===== src/rtl/dma_rf_pkg.sv =====
// Shared offsets and identification lookup for the DMA register front end.
// Assumes 32-bit words and a 4 KB window; word selectors are addr[5:2].
package dma_rf_pkg;
    localparam int WIN_AW = 12;
    // Global word selectors (addr[5:2])
    localparam logic [3:0] G_STAT_ALL = 4'd0;
    localparam logic [3:0] G_STAT_TC  = 4'd1;
    localparam logic [3:0] G_CLR_TC   = 4'd2;
    localparam logic [3:0] G_STAT_ERR = 4'd3;
    localparam logic [3:0] G_CLR_ERR  = 4'd4;
    localparam logic [3:0] G_RAW_TC   = 4'd5;
    localparam logic [3:0] G_RAW_ERR  = 4'd6;
    localparam logic [3:0] G_ENABLES  = 4'd7;
    localparam logic [3:0] G_GCFG     = 4'd12;
    localparam logic [3:0] G_SYNC     = 4'd13;
    localparam int BANK_WORDS = 5;
    localparam int CFG_WORD   = 4;
    localparam int TCMASK_BIT = 15;
    localparam int ERMASK_BIT = 14;
    localparam int RUN_BIT    = 0;

    // Identification byte for word idx of the ID area.
    function automatic logic [7:0] id_byte(input logic [2:0] idx, input logic full);
        case (idx)
            3'd0:    id_byte = full ? 8'h80 : 8'h81;
            3'd1:    id_byte = 8'h10;
            3'd2:    id_byte = 8'h04;
            3'd3:    id_byte = 8'h0A;
            3'd4:    id_byte = 8'h0D;
            3'd5:    id_byte = 8'hF0;
            3'd6:    id_byte = 8'h05;
            default: id_byte = 8'hB1;
        endcase
    endfunction
endpackage


===== src/rtl/dma_rf_chbank.sv =====
// One channel's five-word register bank (source, destination, link,
// control, configuration). Assumes wsel/rsel are below 5 whenever
// the caller relies on the result; other selectors write nothing, read zero.
module dma_rf_chbank #(
    parameter int DATA_W = 32
) (
    input  logic              clk,
    input  logic              rst_n,
    input  logic              we,
    input  logic [2:0]        wsel,
    input  logic [DATA_W-1:0] wdata,
    input  logic [2:0]        rsel,
    output logic [DATA_W-1:0] rdata,
    output logic [DATA_W-1:0] cfg
);
    import dma_rf_pkg::*;

    logic [DATA_W-1:0] words [BANK_WORDS];

    // Store a written word into the selected slot.
    always_ff @(posedge clk) begin
        if (!rst_n) begin
            for (int r = 0; r < BANK_WORDS; r++) words[r] <= '0;
        end else if (we) begin
            for (int r = 0; r < BANK_WORDS; r++)
                if (wsel == 3'(r)) words[r] <= wdata;
        end
    end

    // Select the word being read.
    always_comb begin
        rdata = '0;
        for (int r = 0; r < BANK_WORDS; r++)
            if (rsel == 3'(r)) rdata = words[r];
    end

    assign cfg = words[CFG_WORD];
endmodule


===== src/rtl/dma_rf_irq.sv =====
// Raw terminal-count and error event bits with write-one-to-clear,
// masking and the combined interrupt. Assumes set pulses are one cycle.
// A set and a clear of the same bit in one cycle leave the bit set.
module dma_rf_irq #(
    parameter int NUM_CH = 8
) (
    input  logic              clk,
    input  logic              rst_n,
    input  logic [NUM_CH-1:0] tc_set,
    input  logic [NUM_CH-1:0] err_set,
    input  logic              tc_clr_we,
    input  logic              err_clr_we,
    input  logic [NUM_CH-1:0] clr_val,
    input  logic [NUM_CH-1:0] tc_mask,
    input  logic [NUM_CH-1:0] err_mask,
    output logic [NUM_CH-1:0] raw_tc,
    output logic [NUM_CH-1:0] raw_err,
    output logic [NUM_CH-1:0] tc_stat,
    output logic [NUM_CH-1:0] err_stat,
    output logic              irq
);
    logic [NUM_CH-1:0] tc_keep, err_keep;

    // Bits that survive this cycle's clear writes.
    assign tc_keep  = tc_clr_we  ? ~clr_val : '1;
    assign err_keep = err_clr_we ? ~clr_val : '1;

    // Update raw bits: clear first, then new events win.
    always_ff @(posedge clk) begin
        if (!rst_n) begin
            raw_tc  <= '0;
            raw_err <= '0;
        end else begin
            raw_tc  <= (raw_tc  & tc_keep)  | tc_set;
            raw_err <= (raw_err & err_keep) | err_set;
        end
    end

    // Masked views and the combined interrupt.
    assign tc_stat  = raw_tc  & tc_mask;
    assign err_stat = raw_err & err_mask;
    assign irq      = |(tc_stat | err_stat);
endmodule


===== src/rtl/dma_regfront.sv =====
// Register decoder for a multi-channel DMA engine: global status/clear,
// configuration and sync words, per-channel banks and identification bytes.
// Assumes rd_en and wr_en are not high together and NUM_CH is 1..8.
module dma_regfront #(
    parameter int NUM_CH = 8,
    parameter int DATA_W = 32
) (
    input  logic              clk,
    input  logic              rst_n,
    input  logic              rd_en,
    input  logic              wr_en,
    input  logic [11:0]       addr,
    input  logic [DATA_W-1:0] wdata,
    output logic [DATA_W-1:0] rdata,
    input  logic [NUM_CH-1:0] tc_set,
    input  logic [NUM_CH-1:0] err_set,
    output logic [NUM_CH-1:0] chan_enable,
    output logic              irq,
    output logic              dec_err
);
    import dma_rf_pkg::*;

    localparam int         PAD   = DATA_W - NUM_CH;
    localparam logic [3:0] NCH_W = 4'(NUM_CH);
    localparam logic       FULL  = (NUM_CH == 8);

    logic [2:0]        bank_idx, bank_reg;
    logic [3:0]        gsel;
    logic              in_bank, in_id, in_glob, bank_ok, rd_ok, wr_ok;
    logic [DATA_W-1:0] ch_rd  [NUM_CH];
    logic [DATA_W-1:0] ch_cfg [NUM_CH];
    logic [DATA_W-1:0] bank_val, rd_val, gcfg, sync_w;
    logic [NUM_CH-1:0] tc_mask, err_mask, raw_tc, raw_err, tc_stat, err_stat;

    // Address fields.
    assign in_bank  = (addr[11:8] == 4'h1);
    assign bank_idx = addr[7:5];
    assign bank_reg = addr[4:2];
    assign in_id    = (addr[11:5] == 7'h7F);
    assign in_glob  = (addr[11:6] == 6'd0);
    assign gsel     = addr[5:2];
    assign bank_ok  = in_bank && ({1'b0, bank_idx} < NCH_W) && (bank_reg < 3'd5);

    // Legal read and write offsets.
    always_comb begin
        rd_ok = bank_ok || in_id;
        wr_ok = bank_ok;
        if (in_glob) begin
            case (gsel)
                G_CLR_TC, G_CLR_ERR: begin rd_ok = 1'b0; wr_ok = 1'b1; end
                4'd14, 4'd15:        begin rd_ok = 1'b0; wr_ok = 1'b0; end
                4'd8, 4'd9, 4'd10, 4'd11, G_GCFG, G_SYNC:
                                     begin rd_ok = 1'b1; wr_ok = 1'b1; end
                default:             begin rd_ok = 1'b1; wr_ok = 1'b0; end
            endcase
        end
    end

    // Per-channel banks and the bits taken from each configuration word.
    for (genvar c = 0; c < NUM_CH; c++) begin : g_ch
        dma_rf_chbank #(.DATA_W(DATA_W)) u_bank (
            .clk   (clk),
            .rst_n (rst_n),
            .we    (wr_en && bank_ok && (bank_idx == 3'(c))),
            .wsel  (bank_reg),
            .wdata (wdata),
            .rsel  (bank_reg),
            .rdata (ch_rd[c]),
            .cfg   (ch_cfg[c])
        );
        assign tc_mask[c]     = ch_cfg[c][TCMASK_BIT];
        assign err_mask[c]    = ch_cfg[c][ERMASK_BIT];
        assign chan_enable[c] = ch_cfg[c][RUN_BIT];
    end

    dma_rf_irq #(.NUM_CH(NUM_CH)) u_irq (
        .clk        (clk),
        .rst_n      (rst_n),
        .tc_set     (tc_set),
        .err_set    (err_set),
        .tc_clr_we  (wr_en && in_glob && (gsel == G_CLR_TC)),
        .err_clr_we (wr_en && in_glob && (gsel == G_CLR_ERR)),
        .clr_val    (wdata[NUM_CH-1:0]),
        .tc_mask    (tc_mask),
        .err_mask   (err_mask),
        .raw_tc     (raw_tc),
        .raw_err    (raw_err),
        .tc_stat    (tc_stat),
        .err_stat   (err_stat),
        .irq        (irq)
    );

    // Global configuration and sync words.
    always_ff @(posedge clk) begin
        if (!rst_n) begin
            gcfg   <= '0;
            sync_w <= '0;
        end else if (wr_en && in_glob) begin
            if (gsel == G_GCFG) gcfg   <= wdata;
            if (gsel == G_SYNC) sync_w <= wdata;
        end
    end

    // Pick the addressed channel's word.
    always_comb begin
        bank_val = '0;
        for (int c = 0; c < NUM_CH; c++)
            if (bank_idx == 3'(c)) bank_val = ch_rd[c];
    end

    // Read value for the current address; invalid offsets give zero.
    always_comb begin
        rd_val = '0;
        if (bank_ok) begin
            rd_val = bank_val;
        end else if (in_id) begin
            rd_val = {{(DATA_W-8){1'b0}}, id_byte(addr[4:2], FULL)};
        end else if (in_glob) begin
            case (gsel)
                G_STAT_ALL: rd_val = {{PAD{1'b0}}, tc_stat | err_stat};
                G_STAT_TC:  rd_val = {{PAD{1'b0}}, tc_stat};
                G_STAT_ERR: rd_val = {{PAD{1'b0}}, err_stat};
                G_RAW_TC:   rd_val = {{PAD{1'b0}}, raw_tc};
                G_RAW_ERR:  rd_val = {{PAD{1'b0}}, raw_err};
                G_ENABLES:  rd_val = {{PAD{1'b0}}, chan_enable};
                G_GCFG:     rd_val = gcfg;
                G_SYNC:     rd_val = sync_w;
                default:    rd_val = '0;
            endcase
        end
    end

    // Register read data and the sticky decode-error flag.
    always_ff @(posedge clk) begin
        if (!rst_n) begin
            rdata   <= '0;
            dec_err <= 1'b0;
        end else begin
            if (rd_en) rdata <= rd_val;
            if ((rd_en && !rd_ok) || (wr_en && !wr_ok)) dec_err <= 1'b1;
        end
    end
endmodule


===== config.mk =====
export PLATFORM = sky130hd
export DESIGN_NAME = dma_regfront
export DESIGN_NICKNAME = d
export VERILOG_FILES = /design/src/rtl/dma_rf_pkg.sv /design/src/rtl/dma_rf_chbank.sv /design/src/rtl/dma_rf_irq.sv /design/src/rtl/dma_regfront.sv
export SDC_FILE = /design/constraint.sdc
export NUM_CORES = 2
export LEC_CHECK = 0
export BUFFER_PORTS_ARGS = -buffer_cell sky130_fd_sc_hd__buf_4
export CORE_MARGIN = 2
export CORE_UTILIZATION = 45
export DETAILED_ROUTE_END_ITERATION = 10
export PLACE_DENSITY_LB_ADDON = 0.05
export SYNTH_ARGS = -nofsm -noshare
export SYNTH_HDL_FRONTEND = slang
export SYNTH_SLANG_ARGS = --single-unit

===== constraint.sdc =====
create_clock -name clk -period 6.9 [get_ports clk]
set_input_delay 1.38 -clock clk [delete_from_list [all_inputs] [get_ports clk]]
set_output_delay 1.38 -clock clk [all_outputs]
set_load 0.01 [all_outputs]

==> results.sh <==
export IMPL_crit_type="in2reg"
export IMPL_path_clk_slew_ns=0.06
export IMPL_p_int_w=0.0144
export IMPL_slew_viol_final=0
export IMPL_yosysSeqAreaShare_pct=71.0
export IMPL_p_sw_w=0.00442
export IMPL_dr_total_vias=36000
export IMPL_swShare_pct=23.5
export IMPL_cts_sinks=1393
export IMPL_tightest_slew_ns=1.36
export IMPL_p_comb_share_pct=7.4
export IMPL_grt_usage_pct=29.5
export IMPL_grt_pass1_vias=35600
export IMPL_synth_compound_area_share_pct=11.2
export IMPL_dr_pass1_iters=5
export IMPL_crit_family="compound AO/OA/AOI/OAI gates"
export IMPL_cp_common_cell="buf_4"
export IMPL_leakagePower_nw=21.7
export IMPL_netlist_top_cells_count="edfxtp_1 (1280), a21oi_1 (267), and2_1 (266), o21ai_0 (260), mux2i_1 (199)"
export IMPL_grt_max_degree=103
export IMPL_fp_dieArea_mm2=0.130
export IMPL_io_pins=106
export IMPL_chipWidth_um=361
export IMPL_port_buffers=103
export IMPL_rows=130
export IMPL_synth_xor_area_share_pct=0.0458
export IMPL_outcome="finished, final reports clean"
export IMPL_hold_path_class="reg2reg"
export IMPL_area_delta_synth_final_pct=13.5
export IMPL_path_cells="buf_8, or2_2, a21oi_2, buf_4, nand3_1, o21ai_4, buf_4"
export IMPL_crit_required_ns=7.37
export IMPL_setup_violations=0
export IMPL_synth_fa_ha_area_share_pct=0
export IMPL_antenna_found_initial=20
export IMPL_start_kind="primary input"
export IMPL_cap_violations=0
export IMPL_clockRootBuffer="clkbuf_16"
export IMPL_start_util_pct=45.5
export IMPL_cts_max_level=4
export IMPL_cts_buffer_depth=3
export IMPL_ant_nets=0
export IMPL_cts_resized_gates=0
export IMPL_period_minus_slack_ns=4.42
export IMPL_crit_fanout=90
export IMPL_synth_top_cell_area_share_pct=67.1
export IMPL_dpl_hpwl_um=116000
export IMPL_cp_slowest_cell="o21ai_4"
export IMPL_core_area_mm2=0.126
export IMPL_synth_largest_area_cell="edfxtp_1"
export IMPL_rsz0062_at_grt="no"
export IMPL_wl_um=194000
export IMPL_worst_path_buf_inv=3
export IMPL_powerDensity_mw_per_mm2=290
export IMPL_cts_made_buffers=148
export IMPL_syn_num_nets=3857
export IMPL_gp_congestion=0.854
export IMPL_cts_tree="yes"
export IMPL_muxShareOfSynthArea_pct=7.97
export IMPL_ys_warn_count=0
export IMPL_synth_top_family_by_area="compound AO/OA/AOI/OAI gates"
export IMPL_cp_arrival_ns=4.89
export IMPL_final_setup_skew_ns=0.0197
export IMPL_timing_hold_ws_ns=0.448
export IMPL_synth_ff_type="edfxtp_1"
export IMPL_die_h_um=361
export IMPL_slew_headroom_pct=9.13
export IMPL_num_fill_cells=10400
export IMPL_cts_hold_buf=0
export IMPL_slowest_delay_ns=0.91
export IMPL_layout_nets=3929
export IMPL_drt_initial_drc_count=4350
export IMPL_drive_gt1_share_pct=16.5
export IMPL_grt_overflow_total=0
export IMPL_drc=0
export IMPL_syn_area_mm2=0.0573
export IMPL_fmax_ghz=0.226
export IMPL_grt_first_pass_wirelength_um=270000
export IMPL_synth_cells=3793
export IMPL_p_seq_share_pct=51.7
export IMPL_vdd_drop_max_uv=270
export IMPL_avgSynthCellArea_um2=15.1
export IMPL_dpl_cell_count=5365
export IMPL_ys_ff_latch=1393
export IMPL_ys_top_cells_by_area="edfxtp_1 (67%), dfxtp_1 (3.9%), mux4_2 (3.5%), mux2i_1 (3.5%), and2_1 (2.9%)"
export IMPL_clockPowerShare_pct=41.0
export IMPL_synth_edf_count=1280
export IMPL_final_cells=5649
export IMPL_finalSetupTns_ns=0
export IMPL_synthSimpleGateAreaFrac_pct=7.16
export IMPL_cts_setup_buffers=0
export IMPL_clk_latency_ns=0.79
export IMPL_synth_distinct_cells=81
export IMPL_wl_per_cell_um=34.4
export IMPL_avgViaCountPerCell=6.37
export IMPL_synth_most_common_cell="edfxtp_1"
export IMPL_async_flop_share_pct=0
export IMPL_timing_final_crit_share_pct=64.1
export IMPL_hold_viol=0
export IMPL_critPathCaptureType="register"
[routing by layer]
layer / part of all wire, % / GRT usage (%) / vias up
li1: - / - / 15100
met1: 41 / 40.7 / 18800
met2: 47 / 47.6 / 1780
met3: 8.1 / 4.82 / 293
met4: 3.4 / 10.6 / 4
met5: 0.014 / 0 / -
[layout by cell type, fill, tap and decap left out, types with 11 or more instances in the layout]
cell type / netlist / layout
a22oi_1: 45 / 45
a221oi_1: 99 / 99
buf_4: 48 / 206
o21ai_4: 0 / 40
mux2i_1: 199 / 199
mux4_2: 90 / 90
a221o_1: 12 / 12
a31oi_1: 40 / 40
dfxtp_1: 113 / 113
a211oi_1: 26 / 26
nor2b_1: 16 / 15
nand3_1: 23 / 22
nand2_1: 187 / 187
diode_2: 0 / 12
buf_12: 0 / 12
clkinv_2: 0 / 20
edfxtp_1: 1280 / 1280
nand3b_1: 19 / 19
clkbuf_16: 0 / 148
a32o_1: 16 / 16
clkinv_1: 0 / 20
nor2_1: 126 / 120
o31ai_1: 19 / 19
o211ai_1: 20 / 20
o21a_1: 17 / 17
a21boi_0: 15 / 15
o21ai_0: 260 / 220
mux2_2: 49 / 49
o32ai_1: 11 / 11
o22ai_1: 51 / 51
o221ai_1: 28 / 28
a21oi_1: 267 / 267
and2_1: 266 / 266
and3b_1: 37 / 36
clkbuf_1: 143 / 48
a22o_1: 20 / 20
[sequential cells by signal, summed over array words and instances (netlist names)]
register,cells
u_irq.raw_tc,8
dec_err,1
rdata,32
sync_w,32
gcfg,32
g_ch.u_bank.words,1280
u_irq.raw_err,8
[per-stage QoR]
stage | setup WS (ns) | util, % | cell area (um^2) | power (W)
finish | 2.48 | 51.6 | 65000 | 0.0188
global route | 2.44 | 51.6 | 65000 | 0.0193
CTS | 2.52 | 51.6 | 65000 | 0.0189
detailed placement | 1.69 | 47.9 | 60300 | 0.0113
global placement | 1.73 | 47.9 | 60300 | 0.0112
floorplan | 1.44 | - | 57300 | 0.0106
[worst reg2reg max path, delay by kind of cell, from the launching register on]
family / cells / cell delay [ns]
DFF: 1 / 0.36
muxes: 1 / 0.46
AOI/OAI and AO/OA: 4 / 1.82
[area by class of cell]
cell class	count	area, um^2	area share (%)
diodes	12	30.0	0.0462
inverters	12	47.5	0.0731
flip-flops and latches	1393	40700	62.6
well taps	1650	2060	3.17
clock inverters	70	724	1.11
multi-input cells	2088	15700	24.1
clock buffers	202	3970	6.10
repair buffers	222	1840	2.83
[power by group through the flow]
stage          Clock [W]  Sequential (W)  Combinational [W]
4_1_cts          0.00781         0.00973            0.00138
5_1_grt          0.00814         0.00976            0.00144
2_1_floorplan          0         0.00987           0.000723
6_report         0.00772         0.00973            0.00138
3_3_place_gp           0         0.00988            0.00136
3_5_place_dp           0         0.00991            0.00138
[cells by family (layout without fill, tap and decap cells)]
group                     Yosys count  count (layout)
other                               0              12
xor gates and xnor gates            3               3
muxes                             338             338
AOI/OAI and AO/OA                 999             999
buffers and inverters             312             506
and+or+nand+nor                   748             748
DFF                              1393            1393
[final timing paths]
check,end,cells after the start,slack [ns],startpoint
max,g_ch[0].u_bank.words[0][133]$_DFFE_PP_,7,2.48,addr[2]
min,dec_err$_SDFFE_PN0P_,2,0.45,dec_err$_SDFFE_PN0P_
max reg2reg,rdata[27]$_SDFFE_PN0P_,5,4.10,g_ch[1].u_bank.words[0][123]$_DFFE_PP_
min reg2reg,dec_err$_SDFFE_PN0P_,2,0.45,dec_err$_SDFFE_PN0P_
Note: power is estimated with default switching activity, not from simulation.
